[config.mk]
export PLATFORM = sky130hd
export DESIGN_NAME = rom_page_wait
export DESIGN_NICKNAME = d
export VERILOG_FILES = /design/src/rtl/rpw_pkg.sv /design/src/rtl/rpw_page_track.sv /design/src/rtl/rpw_wait_count.sv /design/src/rtl/rom_page_wait.sv
export SDC_FILE = /design/constraint.sdc
export NUM_CORES = 1
export LEC_CHECK = 0
export ABC_AREA = 1
export BUFFER_PORTS_ARGS = -buffer_cell sky130_fd_sc_hd__buf_2
export CORE_MARGIN = 2
export CORE_UTILIZATION = 45
export CTS_CLUSTER_SIZE = 40
export DETAILED_ROUTE_END_ITERATION = 10
export PLACE_DENSITY_LB_ADDON = 0.05
export SYNTH_ARGS = -nofsm -noshare
export SYNTH_HDL_FRONTEND = slang
export SYNTH_SLANG_ARGS = --single-unit
export TNS_END_PERCENT = 20
[constraint.sdc]
create_clock -name clk -period 1.3 [get_ports clk]
set_input_delay 0.26 -clock clk [delete_from_list [all_inputs] [get_ports clk]]
set_output_delay 0.26 -clock clk [all_outputs]
set_load 0.05 [all_outputs]
[src/rtl/rpw_pkg.sv]
package rpw_pkg;

  localparam int WCW    = 3;
  localparam int MAX_AW = 32;

  typedef logic [WCW-1:0] wait_t;

  // Page compare: 8-byte pages ignore bits [2:0], 16-byte pages ignore [3:0].
  function automatic logic page_match(input logic [MAX_AW-1:0] a,
                                      input logic [MAX_AW-1:0] b,
                                      input logic              wide);
    logic [MAX_AW-1:0] diff;
    diff = a ^ b;
    if (wide) return (diff >> 4) == '0;
    else      return (diff >> 3) == '0;
  endfunction

  function automatic wait_t wait_pick(input logic hit,
                                      input wait_t on_cnt,
                                      input wait_t off_cnt);
    return hit ? on_cnt : off_cnt;
  endfunction

endpackage

[src/rtl/rpw_page_track.sv]
module rpw_page_track
  import rpw_pkg::*;
#(
  parameter int AW = 24
) (
  input  logic          clk,
  input  logic          rst_n,
  input  logic [AW-1:0] addr,
  input  logic          page16,
  input  logic          take_area,
  input  logic          take_other,
  input  logic          idle_cycle,
  output logic          hit
);

  logic [AW-1:0] prev_addr;
  logic          prev_valid;

  assign hit = prev_valid && page_match(MAX_AW'(addr), MAX_AW'(prev_addr), page16);

  always_ff @(posedge clk) begin
    if (!rst_n) begin
      prev_addr  <= '0;
      prev_valid <= 1'b0;
    end else if (take_area) begin
      prev_addr  <= addr;
      prev_valid <= 1'b1;
    end else if (take_other || idle_cycle) begin
      prev_valid <= 1'b0;
    end
  end

  // an idle cycle leaves no page history behind
  assert_idle_forgets_R6: assert property (@(posedge clk) disable iff (!rst_n)
    idle_cycle |=> !hit);

  // a start into another area leaves no page history behind
  assert_other_forgets_R7: assert property (@(posedge clk) disable iff (!rst_n)
    take_other |=> !hit);

  // the stored address changes only on an accepted start in this area
  assert_addr_hold_R8: assert property (@(posedge clk) disable iff (!rst_n)
    !take_area |=> $stable(prev_addr));

endmodule

[src/rtl/rpw_wait_count.sv]
module rpw_wait_count
  import rpw_pkg::*;
#(
  parameter int CW = WCW
) (
  input  logic          clk,
  input  logic          rst_n,
  input  logic          load,
  input  logic [CW-1:0] load_val,
  output logic          active,
  output logic          ready
);

  logic [CW-1:0] cnt;

  always_ff @(posedge clk) begin
    if (!rst_n) begin
      active <= 1'b0;
      cnt    <= '0;
    end else if (load) begin
      active <= 1'b1;
      cnt    <= load_val;
    end else if (active) begin
      if (cnt == '0) active <= 1'b0;
      else           cnt    <= cnt - CW'(1);
    end
  end

  assign ready = active && (cnt == '0);

  // zero wait completes in the very next cycle
  assert_zero_wait_R2: assert property (@(posedge clk) disable iff (!rst_n)
    (load && load_val == '0) |=> ready);

  // a non-zero wait never completes in the next cycle
  assert_no_early_ready_R2: assert property (@(posedge clk) disable iff (!rst_n)
    (load && load_val != '0) |=> !ready);

  // one ready pulse per access unless reloaded
  assert_single_ready_R10: assert property (@(posedge clk) disable iff (!rst_n)
    (ready && !load) |=> !ready);

endmodule

[src/rtl/rom_page_wait.sv]
module rom_page_wait
  import rpw_pkg::*;
#(
  parameter int AW = 24
) (
  input  logic          clk,
  input  logic          rst_n,
  input  logic          bus_start,
  input  logic          area_sel,
  input  logic [AW-1:0] addr,
  input  logic          page16,
  input  logic [WCW-1:0] wait_off,
  input  logic [WCW-1:0] wait_on,
  output logic          ready
);

  logic  active;
  logic  can_start;
  logic  take_area;
  logic  take_other;
  logic  idle_cycle;
  logic  page_hit;
  wait_t wait_sel;

  // Named events
  assign can_start  = !active || ready;
  assign take_area  = bus_start && can_start && area_sel;
  assign take_other = bus_start && can_start && !area_sel;
  assign idle_cycle = !active && !bus_start;
  assign wait_sel   = wait_pick(page_hit, wait_on, wait_off);

  rpw_page_track #(.AW(AW)) u_track (
    .clk        (clk),
    .rst_n      (rst_n),
    .addr       (addr),
    .page16     (page16),
    .take_area  (take_area),
    .take_other (take_other),
    .idle_cycle (idle_cycle),
    .hit        (page_hit)
  );

  rpw_wait_count #(.CW(WCW)) u_count (
    .clk      (clk),
    .rst_n    (rst_n),
    .load     (take_area),
    .load_val (wait_sel),
    .active   (active),
    .ready    (ready)
  );

  // a start during a wait does not restart the count
  assert_ignore_busy_R8: assert property (@(posedge clk) disable iff (!rst_n)
    (bus_start && active && !ready) |=> active);

  // a start into another area from idle gives no ready next cycle
  assert_other_no_ready_R7: assert property (@(posedge clk) disable iff (!rst_n)
    (take_other && !active) |=> !ready);

  // the first clock after reset has no completion
  assert_reset_quiet_R1: assert property (@(posedge clk)
    !rst_n |=> !ready);

endmodule

==> summary.txt <==
Cells and area
  • Fin cells: 326
  • Multi-input combinational cell area: between 800 and 900 sq um
  • Area Growth Syn to Fin: 29.6%
  • Antenna diodes: 0
  • Register area: 522 sq um
  • Commonest cells after routing, fill and taps aside: nand2_1 (63), inv_1 (45), buf_2 (31)
  • Commonest non-fill, non-tap cell in the layout: nand2_1
  • Post-route cell area: between 1500 and 2000 sq um
  • Filler cells: 323
  • NumNets Final: 320
  • Share of layout cells above drive strength 1: 28.0%

Die
  • Cell Rows: 20
  • DIE WIDTH: 61.7 um
  • Core region area: between 3000 and 4000 sq um
  • Initial Util: 48.3%
  • Die ar.: 3810 sq um
  • Ports: 36
  • Chip height: 61.7 um

Timing
  • Final period util: 118%
  • Final setup violation count: 27
  • Worst hold slack: 0.207 ns
  • Fmax: 651 MHz
  • Pins Over Slew Limit: 0
  • Minimum clock period: 1.54 ns
  • Clock Skews: 0.00380 ns
  • RSZ-0062 raised after global routing: true
  • Final hold vios: 0
  • Slew Limit Headroom: 85.7%
  • Worst-Margin Slew: 0.212 ns
  • Final worst slack: -0.236 ns
  • TNS Setup: -3.70 ns

Critical path
  • Worst Path Buf+Inv: 3
  • Worst reg-to-reg path cell count: 10
  • Kind of critical path: reg -> out
  • CP Data Arrival Time: ~1.3 ns
  • Critical Path, Cell by Cell: inv_2 -> ha_4 -> nand2_4 -> buf_6 -> nor2_4 -> buf_8
  • Crit path depth: 6
  • Top delay family on crit path: buffers and inverters
  • Critical path's largest stage delay: between 0.3 and 0.4 ns
  • Startpoint Class: register
  • CP max-delay cell: dfxtp_1
  • CP Max Fanout: 2
  • CP Capture Type: output pin
  • CP required: 1.04 ns

Logic synthesis
  • Most used DFF post-synth: dfxtp_1
  • Sequential area share after synthesis: between 30% and 40%
  • Synth Area per Inst: 6.30 sq um
  • Post-synth EDFFs: 0
  • Count of cell types in the netlist: 23
  • Syn. warnings: 0
  • Yosys reg bits: 26
  • Mapped Area: 1500 sq um
  • Synthesized netlist cell count: 238
  • Synth async-reset ratio: 0%
  • Post-Synthesis Net Count: 275

Global route
  • Initial antenna violation count: 0
  • First-pass GRT wire length: approximately 5300 um
  • Pin count of the biggest net entering global routing: 26
  • GRT Total Usage: between 10% and 20%
  • Vias in the first global route: 1,298
  • GRT overflow: 0

Clock network
  • H-Tree Depth: 1
  • CTS root buffer: clkbuf_4
  • Worst-case clock buffer depth: 2
  • CTS Sinks: 26
  • Clock Latency Late Sink: 0.32 ns
  • Total CTS buffers: 3
  • CTS tree: done
  • Clk pin slew, worst setup/hold paths: 0.14 ns

Route
  • DRT antenna net count: 0
  • Total Routed Length: 2980 um
  • DRT Pass-1 Iters: 4
  • Drt via density: 4.50
  • Wire length per cell: 9.13 um
  • First DRT Iteration DRCs: just over 60
  • # DRC: 0
  • Vias: 1,466

Placed design
  • RD Place Congestion: 0.682
  • Placed cell area: 1790 sq um
  • Placed cell count: 320
  • DP Wirelength: 2200 um
  • Port bufs: 32
  • Dpl ws: -0.0587 ns

Power
  • VDD IR-drop max: 665 uV
  • Leak pwr: 0.00101 uW
  • Power per cell area: around 930 nW/um^2

Worst hold path
  • Hold Crit Class: in -> reg
  • Worst hold stages: 3

Job
  • Max-cap violation count: 0

Run status
  • Failing checks: negative setup slack
  • Status: finished, violations left
per-stage QoR:
stage                     util (%)  total power (uW)
after floorplan                  -              1180
after detailed placement      57.8              1340
after global routing          62.6              1950
after CTS                     61.4              1810
after global placement        57.8              1340
final                         62.6              1820
tightest hold or removal path, stage by stage:
cell	delay (ns)
buf_2	0.10
o21ai_1	0.07
nor2_1	0.07
per-layer routing:
metal  GRT usage (%)  routed length [um]
met2            32.8                1470
met3            4.35                  92
met4            3.65                  19
met5               0                   0
met1            22.6                1390
state kept, by name, summed over array words and instances, names as in the netlist:
signal,flops
u_count.cnt,3
u_track.prev_addr,21
u_count.active,1
u_track.prev_valid,1
repair_timing:
action,CTS,global route
resized for setup,15,11
gates cloned,0,0
hold buffers,0,0
setup endpoints to repair,25,27
buffers inserted,2,0
pin swaps,2,1
kinds of logic after synthesis:
kind of cell / Yosys count / share of synthesized area (%)
and+or+nand+nor: 104 / 31.6
xor gates and xnor gates: 1 / 0.584
DFF: 26 / 34.7
buffers and inverters: 56 / 14.4
adders and majority gates: 2 / 1.67
AOI/OAI and AO/OA: 49 / 17.0
worst paths after layout:
check / start / end / slack [ns]
worst max-delay path: u_count.cnt[0] / ready / -0.24
worst min-delay path: addr[7] / u_track.prev_addr[7] / 0.21
worst max register to register: u_count.cnt[0] / u_count.cnt[2] / -0.17
worst min register to register: u_track.prev_addr[5] / u_track.prev_addr[5] / 0.48
cell type report:
type	count	area share, %
multi-input cells	156	42.4
flip-flops and latches	26	26.9
repair buffers	46	16.3
inverters	50	9.79
well taps	44	2.83
clock buffers	4	1.87
where the power goes:
part           internal (uW)  leakage (uW)  switching [uW]
clock                    171     0.0000210             239
combinational            241      0.000772             271
sequential               861      0.000215            32.7
total                   1270       0.00101             543
cells in the mapped netlist, types with 3 or more instances:
cell	count	area share, %
nand2_1	65	16
inv_1	47	12
dfxtp_1	26	35
o21ai_1	23	7.7
a21oi_1	21	7.0
nor2_1	20	5.0
nand3_1	5	1.7
buf_2	4	1.3
inv_2	3	0.75
nand2_2	3	1.3
Note: power is estimated with default switching activity, not from simulation.
